### src/rtl/ileave_pkg.sv
`timescale 1ns/1ps
package ileave_pkg;
  typedef enum logic [1:0] {
    ST_IDLE = 2'd0,
    ST_ROW  = 2'd1,
    ST_COLH = 2'd2,
    ST_HELD = 2'd3
  } acc_st_e;

  // Column hold ends when the remaining count reaches one (a zero count acts as one).
  function automatic logic hold_last(input int unsigned remaining);
    return remaining <= 1;
  endfunction

  // Saturating increment used by the strobe low-time counter.
  function automatic int unsigned sat_inc(input int unsigned v, input int unsigned lim);
    return (v < lim) ? v + 1 : lim;
  endfunction
endpackage

### src/rtl/ileave_strobe.sv
`timescale 1ns/1ps
module ileave_strobe #(
  parameter int MIN_NEG = 2
) (
  input  logic clk,
  input  logic rst_n,
  input  logic strobe,
  input  logic cs,
  input  logic areq,
  input  logic mode_ads,
  output logic start_ev,
  output logic rule_ok
);
  import ileave_pkg::*;
  localparam int NW = $clog2(MIN_NEG + 1);

  logic          strobe_q;
  logic          areq_q;
  logic [NW-1:0] neg_cnt;

  always_ff @(posedge clk) begin
    if (!rst_n) begin
      strobe_q <= 1'b0;
      areq_q   <= 1'b0;
      neg_cnt  <= NW'(MIN_NEG);
    end else begin
      strobe_q <= strobe;
      areq_q   <= areq;
      if (strobe) neg_cnt <= '0;
      else        neg_cnt <= NW'(sat_inc(int'(neg_cnt), MIN_NEG));
    end
  end

  assign start_ev = strobe & ~strobe_q & cs;
  // Overlap rule per strobe style.
  assign rule_ok  = mode_ads ? (areq & (neg_cnt >= NW'(MIN_NEG)))
                             : (areq & areq_q);
endmodule

### src/rtl/ileave_prech.sv
`timescale 1ns/1ps
module ileave_prech #(
  parameter int BW = 2,
  parameter int CW = 4
) (
  input  logic          clk,
  input  logic          rst_n,
  input  logic [CW-1:0] cfg_pre,
  input  logic          refresh,
  input  logic          in_idle,
  input  logic          end_ev,
  input  logic          launch,
  input  logic [BW-1:0] launch_bank,
  output logic          pre_done,
  output logic          ref_seen,
  output logic [BW-1:0] last_bank
);
  logic [CW-1:0] pre_cnt;

  always_ff @(posedge clk) begin
    if (!rst_n) begin
      pre_cnt   <= '0;
      ref_seen  <= 1'b0;
      last_bank <= '0;
    end else begin
      if (end_ev || (in_idle && refresh)) pre_cnt <= cfg_pre;
      else if (in_idle && pre_cnt != '0)  pre_cnt <= pre_cnt - 1'b1;
      if (refresh)     ref_seen <= 1'b1;
      else if (launch) ref_seen <= 1'b0;
      if (launch) last_bank <= launch_bank;
    end
  end

  assign pre_done = (pre_cnt == '0);
endmodule

### src/rtl/ileave_seq.sv
`timescale 1ns/1ps
module ileave_seq #(
  parameter int BANKS   = 4,
  parameter int CW      = 4,
  parameter int MIN_NEG = 2,
  localparam int BW     = (BANKS > 1) ? $clog2(BANKS) : 1
) (
  input  logic             clk,
  input  logic             rst_n,
  input  logic             cfg_pipe_en,
  input  logic             cfg_mode,
  input  logic             cfg_wait_en,
  input  logic             cfg_ack_en,
  input  logic [CW-1:0]    cfg_hold,
  input  logic [CW-1:0]    cfg_pre,
  input  logic             strobe,
  input  logic             cs,
  input  logic             areq,
  input  logic [BW-1:0]    bank,
  input  logic             refresh,
  output logic [BANKS-1:0] ras,
  output logic             cas,
  output logic             col_sel,
  output logic             ack,
  output logic             wait_o,
  output logic             proto_err,
  output logic             burst_allow
);
  import ileave_pkg::*;

  acc_st_e       st;
  logic [CW-1:0] hold_cnt;
  logic          pend_v;
  logic [BW-1:0] pend_bank;

  // Named internal events.
  logic          start_ev, rule_ok;
  logic          acc_ev, rej_ev, end_now, direct_ev, idle_go, launch_ev, end_ev;
  logic          pre_done, ref_seen, bank_hit;
  logic [BW-1:0] last_bank;

  ileave_strobe #(.MIN_NEG(MIN_NEG)) u_strobe (
    .clk(clk), .rst_n(rst_n), .strobe(strobe), .cs(cs), .areq(areq),
    .mode_ads(cfg_mode), .start_ev(start_ev), .rule_ok(rule_ok)
  );

  ileave_prech #(.BW(BW), .CW(CW)) u_prech (
    .clk(clk), .rst_n(rst_n), .cfg_pre(cfg_pre), .refresh(refresh),
    .in_idle(st == ST_IDLE), .end_ev(end_ev), .launch(launch_ev),
    .launch_bank(pend_bank), .pre_done(pre_done), .ref_seen(ref_seen),
    .last_bank(last_bank)
  );

  always_comb begin
    acc_ev    = start_ev & ~pend_v &
                ((st == ST_IDLE) | ((st == ST_HELD) & cfg_pipe_en & rule_ok));
    rej_ev    = start_ev & ~acc_ev;
    bank_hit  = (pend_bank == last_bank);
    end_now   = (st == ST_HELD) & ~areq;
    direct_ev = end_now & pend_v & ~bank_hit & ~ref_seen & ~refresh;
    idle_go   = (st == ST_IDLE) & pend_v & ~refresh &
                (pre_done | (~bank_hit & ~ref_seen));
    launch_ev = direct_ev | idle_go;
    end_ev    = end_now & ~direct_ev;
  end

  always_ff @(posedge clk) begin
    if (!rst_n) begin
      st        <= ST_IDLE;
      hold_cnt  <= '0;
      pend_v    <= 1'b0;
      pend_bank <= '0;
      proto_err <= 1'b0;
    end else begin
      proto_err <= rej_ev;
      if (acc_ev) begin
        pend_v    <= 1'b1;
        pend_bank <= bank;
      end else if (launch_ev) begin
        pend_v <= 1'b0;
      end
      case (st)
        ST_IDLE: if (launch_ev) st <= ST_ROW;
        ST_ROW: begin
          st       <= ST_COLH;
          hold_cnt <= cfg_hold;
        end
        ST_COLH: begin
          if (hold_last(int'(hold_cnt))) st <= ST_HELD;
          else hold_cnt <= hold_cnt - 1'b1;
        end
        ST_HELD: if (end_now) st <= direct_ev ? ST_ROW : ST_IDLE;
        default: st <= ST_IDLE;
      endcase
    end
  end

  for (genvar i = 0; i < BANKS; i++) begin : g_ras
    assign ras[i] = (st != ST_IDLE) && (last_bank == BW'(i));
  end

  assign cas         = (st == ST_COLH) | (st == ST_HELD);
  assign col_sel     = (st == ST_COLH) | ((st == ST_HELD) & ~cfg_pipe_en);
  assign ack         = cfg_ack_en & cas & areq;
  assign wait_o      = cfg_wait_en & (acc_ev | pend_v | (st == ST_ROW));
  assign burst_allow = ~cfg_pipe_en;
endmodule

### config.mk
export PLATFORM = sky130hd
export DESIGN_NAME = ileave_seq
export DESIGN_NICKNAME = d
export VERILOG_FILES = /design/src/rtl/ileave_pkg.sv /design/src/rtl/ileave_strobe.sv /design/src/rtl/ileave_prech.sv /design/src/rtl/ileave_seq.sv
export SDC_FILE = /design/constraint.sdc
export NUM_CORES = 1
export LEC_CHECK = 0
export BUFFER_PORTS_ARGS = -buffer_cell sky130_fd_sc_hd__buf_2
export CAP_MARGIN = 20
export CORE_MARGIN = 10
export CORE_UTILIZATION = 53
export CTS_CLUSTER_SIZE = 12
export DETAILED_ROUTE_END_ITERATION = 16
export PLACE_DENSITY_LB_ADDON = 0.08
export RECOVER_POWER = 100
export REMOVE_ABC_BUFFERS = 1
export SKIP_LAST_GASP = 1
export SLEW_MARGIN = 20
export SYNTH_ARGS = -nofsm -noshare
export SYNTH_HDL_FRONTEND = slang
export SYNTH_SLANG_ARGS = --single-unit
export TNS_END_PERCENT = 1
### constraint.sdc
create_clock -name clk -period 5.8 [get_ports clk]
set_clock_uncertainty 0.2 [all_clocks]
set_input_delay 0.87 -clock clk [delete_from_list [all_inputs] [get_ports clk]]
set_output_delay 0.87 -clock clk [all_outputs]
set_load 0.01 [all_outputs]
==> impl_metrics.csv, run 1 <==
group,metric,value,unit
final_layout,layout.nets,198,
floorplan,die-height,67.5,um
synthesis,synth_top_area_share,35.1,%
place,dpl.hpwl,2.10,mm
synthesis,synthTopCellsByCount,"21 x sky130_fd_sc_hd__dfxtp_1, 16 x sky130_fd_sc_hd__nand2_1, 11 x sky130_fd_sc_hd__inv_1",
cts,worst_skew_pair.late_latency,0.30,ns
critical_path,end_kind,"output port",
floorplan,io_pins,30,
sta,final.min_clock_period,3.01,ns
floorplan,core_area,2190,um^2
critical_path,critPathLaunchType,"primary input",
detailed_routing,route.vias.total,1055,
grt,antenna_violations_before_repair,0,
critical_path,crit_type,"in2out",
synthesis,synth_warnings,0,
critical_path,critical_path_arrival,1.94,ns
sta,final-hold-violation-count,0,
sta,tightest_slew,0.872,ns
power_and_ir_drop,post-layout-total-power,0.509,mW
synthesis,synthesis.area,1200,um^2
synthesis,synth.most_common_cell,"sky130_fd_sc_hd__dfxtp_1",
cts,cts_repair_resize_count,0,
power_and_ir_drop,p_leak,0.571,nW
synthesis,cells_after_synthesis,139,
detailed_routing,routed_wirelength,2.69,mm
cts,cts_made_buffers,3,
cts,cts-root-buf,"sky130_fd_sc_hd__clkbuf_4",
cts,cts.hold.buffers_added,0,
sta,relSlewSlack,41.9,%
final_layout,ratio_of_cells_with_drive_above_1_in_the_final_layout,14.3,%
final_layout,num_antenna_cells,0,
detailed_routing,dr.first_iter.drc_count,33,
synthesis,post_synth_main_area_contributors,"sky130_fd_sc_hd__dfxtp_1 35%, sky130_fd_sc_hd__ha_1 9.4%, sky130_fd_sc_hd__nand2_1 5.0%",
final_layout,flow.area_growth_from_synthesis,11.7,%
place,port_buffers,29,
grt,track_usage,12.0,%
grt,grt_first_pass_wirelength,4.42,mm
synthesis,synth_ff_type,"sky130_fd_sc_hd__dfxtp_1",
detailed_routing,vias_per_cell,5.38,
sta,max_freq,332,MHz
grt,grt_max_degree,22,
cts,cts_setup_buffers,0,
power_and_ir_drop,power_density_over_the_cells,381,nW/um^2
cts,clock_transition_at_the_register_clock_pins_on_the_worst_setup_and_hold_paths_after_cts,0.11,ns
floorplan,std_cell_rows,17,
final_layout,finalInstanceArea,1340,um^2
place,placedCellCount,192,
grt,grt_overflow,0,
critical_path,worst-path-max-fanout,2,
floorplan,start_util,54.6,%
sta,setup_repair_after_global_routing_missed_its_margin,"no",
synthesis,postSynthAreaPerCell,8.61,um^2
sta,fin_crit_sh,51.9,%
cts,numClockSinks,21,
synthesis,post_synth_edffs,0,
floorplan,die_width,67.5,um
power_and_ir_drop,peakVddDrop,0.266,mV
final_layout,fill_cells,228,
floorplan,die_area,4560,um^2
place,gp_congestion,0.837,
critical_path,critical_path_required,4.73,ns
synthesis,post_synthesis_sequential_element_count,21,
detailed_routing,drt-wirelength-per-cell,13.7,um
grt,vias_in_the_first_global_route,1027,
detailed_routing,drc_errors,0,
sta,report.final.slew_viol_count,0,
sta,worst_hold_slack,0.238,ns
detailed_routing,antenna_violating_nets_post_route,0,
place,placement_cell_area,1360,um^2
hold_path,worst_hold_path_type,"reg2reg",
sta,final-setup-viol-count,0,
cts,cts_tree,"done",
synthesis,synth.distinct_cells,41,
synthesis,asyncSetResetFlopFracSynth,0,%
cts,max-clock-path-buffers,2,
sta,fin_setup_tns,0,ns
detailed_routing,detailedRoute.firstPassIterationCount,4,
cts,cts-htree-levels,1,
synthesis,synth_top_area_cell,"sky130_fd_sc_hd__dfxtp_1",
final_layout,stdcell_count,196,
synthesis,synth_seq_area_share,35.1,%
job,max_cap_violations,0,
outcome,status,"finished, final reports clean",
## path summary, 6_finish.rpt
check	startpoint	to	slack (ns)	cells past startpoint
worst min register to register	u_strobe.neg_cnt[0]	u_strobe.neg_cnt[0]	0.24	1
worst max register to register	u_prech.last_bank[1]	u_prech.pre_cnt[0]	3.54	5
worst min-delay path	u_strobe.neg_cnt[0]	u_strobe.neg_cnt[0]	0.24	1
worst max-delay path	cfg_mode	wait_o	2.79	6
## sequential cells by signal, indices dropped and copies added, names as in the netlist
name	flops
u_strobe.areq_q	1
u_prech.last_bank	2
u_strobe.neg_cnt	2
pend_bank	2
st	2
hold_cnt	4
u_prech.pre_cnt	4
pend_v	1
proto_err	1
u_prech.ref_seen	1
u_strobe.strobe_q	1
## routing by layer
layer | track usage, % | up-vias | wire, um
met2 | 18.8 | 32 | 1210
met1 | 15.3 | 466 | 1290
met4 | 5.13 | 0 | 13
met5 | 0 | - | 0
li1 | - | 553 | -
met3 | 3.14 | 4 | 177
## critical path: stages
cell and delay, ns:
sky130_fd_sc_hd__buf_2 0.08, sky130_fd_sc_hd__mux2_2 0.32, sky130_fd_sc_hd__a41oi_1 0.26, sky130_fd_sc_hd__nor2_1 0.06, sky130_fd_sc_hd__o31a_1 0.23, sky130_fd_sc_hd__clkbuf_1 0.13
## stage by stage
stage | util (%) | setup slack (ns)
after CTS | 63.3 | 2.76
after global routing | 61.0 | 2.68
after global placement | 62.1 | 2.78
after floorplan | - | 3.00
after detailed placement | 62.1 | 2.76
final | 61.0 | 2.79
## where the power goes
part	leakage [nW]	total [mW]	switching (mW)	internal, mW
combinational	0.383	0.241	0.139	0.102
clock	0.0150	0.0681	0.0414	0.0267
sequential	0.173	0.200	0.0252	0.175
## cell type report
class / count / area (um^2) / share of cell area (%)
Tap cell: 28 / 35.0 / 2.62
Sequential cell: 21 / 420 / 31.5
Clock buffer: 4 / 26.3 / 1.97
Multi-Input combinational cell: 103 / 683 / 51.1
Timing Repair Buffer: 29 / 130 / 9.74
Inverter: 11 / 41.3 / 3.09
## logic make-up after synthesis
group / synth area share [%]
adders and majority gates: 9.41
muxes: 3.45
xor gates and xnor gates: 2.20
AOI/OAI and AO/OA: 24.1
and+or+nand+nor: 21.0
DFF: 35.1
buffers and inverters: 4.71
## layout by cell type, fill, tap and decap left out, types with 6 or more instances in the layout
master / n
sky130_fd_sc_hd__o21ai_0: 11
sky130_fd_sc_hd__inv_1: 11
sky130_fd_sc_hd__nand2_1: 16
sky130_fd_sc_hd__a21oi_1: 6
sky130_fd_sc_hd__dfxtp_1: 21
sky130_fd_sc_hd__buf_2: 17
sky130_fd_sc_hd__clkbuf_1: 13
sky130_fd_sc_hd__nor2_1: 10
sky130_fd_sc_hd__nand3_1: 6
sky130_fd_sc_hd__ha_1: 9
Note: power is estimated with default switching activity, not from simulation.
==> inputs of run 2 (changes only) <==
--- a/config.mk
+++ b/config.mk
@@ -8,7 +8,7 @@
 export BUFFER_PORTS_ARGS = -buffer_cell sky130_fd_sc_hd__buf_2
 export CAP_MARGIN = 20
 export CORE_MARGIN = 10
-export CORE_UTILIZATION = 53
+export CORE_UTILIZATION = 47
 export CTS_CLUSTER_SIZE = 12
 export DETAILED_ROUTE_END_ITERATION = 16
 export PLACE_DENSITY_LB_ADDON = 0.08
==> constraint.sdc (replaced) <==
create_clock -name clk -period 2.65 [get_ports clk]
set_clock_uncertainty 0.2 [all_clocks]
set_input_delay 0.3975 -clock clk [delete_from_list [all_inputs] [get_ports clk]]
set_output_delay 0.3975 -clock clk [all_outputs]
set_load 0.01 [all_outputs]
==> run 2 against run 1 <==
Effect of this change:
- sequential power grew 120%
- combinational power is 120% higher
- critical path depth stayed put
- final cell count grew 1.0%
- non-clock buffer count unchanged
- sequential share of layout area fell by 0.97 points
- flip-flop and latch count stayed put
- via count is 1.8% higher
- clock power grew 130%
- worst setup slack worse by 2.6 ns
- wire length up 2.5%
- design area grew 3.2%
- largest cell class unchanged
- largest power group unchanged
==> impl_metrics.csv, run 2 (synthesis gave the netlist of run 1 again) <==
group,metric,value,unit
outcome,status,"finished, final reports clean",
cts,cts_setup_buffers,0,
grt,vias_in_the_first_global_route,1101,
cts,max-clock-path-buffers,2,
cts,worst_skew_pair.late_latency,0.31,ns
grt,antenna_violations_before_repair,0,
grt,track_usage,10.8,%
power_and_ir_drop,p_leak,0.584,nW
sta,setup_repair_after_global_routing_missed_its_margin,"no",
critical_path,end_kind,"output port",
place,dpl.hpwl,2.13,mm
floorplan,die_area,4960,um^2
cts,cts_tree,"done",
floorplan,io_pins,30,
final_layout,final_cell_mix,"21 x sky130_fd_sc_hd__dfxtp_1, 18 x sky130_fd_sc_hd__buf_2, 16 x sky130_fd_sc_hd__nand2_1",
hold_path,worst_hold_path_type,"in2reg",
cts,cts-htree-levels,1,
floorplan,core_area,2450,um^2
final_layout,layout.nets,198,
sta,report.final.slew_viol_count,0,
floorplan,die-height,70.4,um
final_layout,ratio_of_cells_with_drive_above_1_in_the_final_layout,17.9,%
grt,grt_overflow,0,
power_and_ir_drop,intPower,0.670,mW
power_and_ir_drop,portion_of_total_power_attributed_to_the_clock_network,13.9,%
place,port_buffers,29,
sta,relSlewSlack,42.1,%
power_and_ir_drop,peakVddDrop,0.635,mV
detailed_routing,drt-wirelength-per-cell,13.9,um
sta,fin_setup_tns,0,ns
detailed_routing,vias_per_cell,5.42,
power_and_ir_drop,power_frac_seq,38.6,%
cts,cts.hold.buffers_added,0,
critical_path,critical_path_required,2.05,ns
place,placedCellCount,194,
power_and_ir_drop,power_density_over_the_cells,825,nW/um^2
critical_path,critical_path_arrival,1.89,ns
critical_path,worst-path-max-fanout,12,
cts,numClockSinks,21,
sta,tightest_slew,0.869,ns
sta,final-hold-violation-count,0,
cts,cts-root-buf,"sky130_fd_sc_hd__clkbuf_4",
floorplan,std_cell_rows,18,
sta,max_freq,401,MHz
grt,grt_max_degree,22,
final_layout,reg.largest.list,"hold_cnt (4), u_prech.pre_cnt (4)",
detailed_routing,route.vias.total,1074,
sta,final-setup-viol-count,0,
cts,cts_repair_resize_count,0,
power_and_ir_drop,netSwitchingPower,0.467,mW
final_layout,flow.area_growth_from_synthesis,15.3,%
detailed_routing,detailedRoute.firstPassIterationCount,4,
grt,grt_first_pass_wirelength,4.62,mm
detailed_routing,dr.first_iter.drc_count,50,
place,gp_congestion,0.784,
critical_path,critPathLaunchType,"flip-flop",
detailed_routing,antenna_violating_nets_post_route,0,
power_and_ir_drop,switching_share,41.1,%
final_layout,num_antenna_cells,0,
power_and_ir_drop,combinational_fraction_of_design_power,47.5,%
cts,clock_transition_at_the_register_clock_pins_on_the_worst_setup_and_hold_paths_after_cts,0.13,ns
job,max_cap_violations,0,
detailed_routing,routed_wirelength,2.76,mm
cts,cts_made_buffers,3,
final_layout,layout.cells.most_common,"sky130_fd_sc_hd__dfxtp_1",
floorplan,start_util,48.7,%
detailed_routing,drc_errors,0,
sta,fin_crit_sh,94.0,%
sta,final.min_clock_period,2.49,ns
final_layout,stdcell_count,198,
floorplan,die_width,70.4,um
critical_path,crit_type,"reg2out",
-- run 2: cell types whose count changed in the layout (fill, tap and decap cells not counted), sizes merged --
cell,change
clkbuf,-2
buf,+1
clkinv,+1
-- run 2: metal layers --
metal | up-vias | global-route usage (%) | routed length (um)
met5 | - | 0 | 0
met3 | 2 | 3.53 | 167
li1 | 551 | - | -
met4 | 0 | 3.73 | 14
met1 | 498 | 12.0 | 1270
met2 | 23 | 18.8 | 1310
-- run 2: worst paths after layout --
| kind | from | endpoint | slack (ns) | cells past startpoint |
|---|---|---|---|---|
| worst max register to register | hold_cnt[0] | st[0] | 0.51 | 7 |
| worst max-delay path | st[1] | wait_o | 0.16 | 6 |
| worst min register to register | u_strobe.neg_cnt[0] | u_strobe.neg_cnt[0] | 0.25 | 1 |
| worst min-delay path | strobe | u_strobe.neg_cnt[0] | 0.08 | 2 |
-- run 2: critical path: stages, from the launching register on --
cell and delay (ns):
sky130_fd_sc_hd__dfxtp_1 0.42, sky130_fd_sc_hd__inv_1 0.11, sky130_fd_sc_hd__ha_1 0.36, sky130_fd_sc_hd__a41oi_1 0.28, sky130_fd_sc_hd__nor2_1 0.06, sky130_fd_sc_hd__o31a_1 0.23, sky130_fd_sc_hd__clkbuf_2 0.13
-- run 2: area by class of cell --
cell class	count	area, um^2
tap	30	37.5
inverter	11	41.3
multi-input combinational	103	719
clock inverter	1	5.00
sequential	21	420
fill	246	1080
timing repair buffer	29	133
clock buffer	3	22.5
-- run 2: power by group through the flow --
stage,Clock (mW),Sequential [mW],Combinational [mW]
floorplan,0,0.431,0.424
global placement,0,0.443,0.523
detailed placement,0,0.446,0.546
CTS,0.167,0.439,0.549
global route,0.175,0.449,0.621
finish,0.158,0.439,0.540
-- run 2: per-stage QoR --
step / hold WS [ns] / power (mW) / utilization [%] / area (um^2) / setup slack (ns)
2_1_floorplan: 0.199 / 0.855 / - / 1180 / 0.719
3_3_place_gp: 0.210 / 0.966 / 55.6 / 1360 / 0.569
3_5_place_dp: 0.229 / 0.991 / 55.6 / 1360 / 0.511
4_1_cts: 0.0682 / 1.16 / 56.7 / 1390 / 0.141
5_1_grt: 0.0936 / 1.25 / 56.2 / 1380 / 0.0353
6_report: 0.0839 / 1.14 / 56.2 / 1380 / 0.158
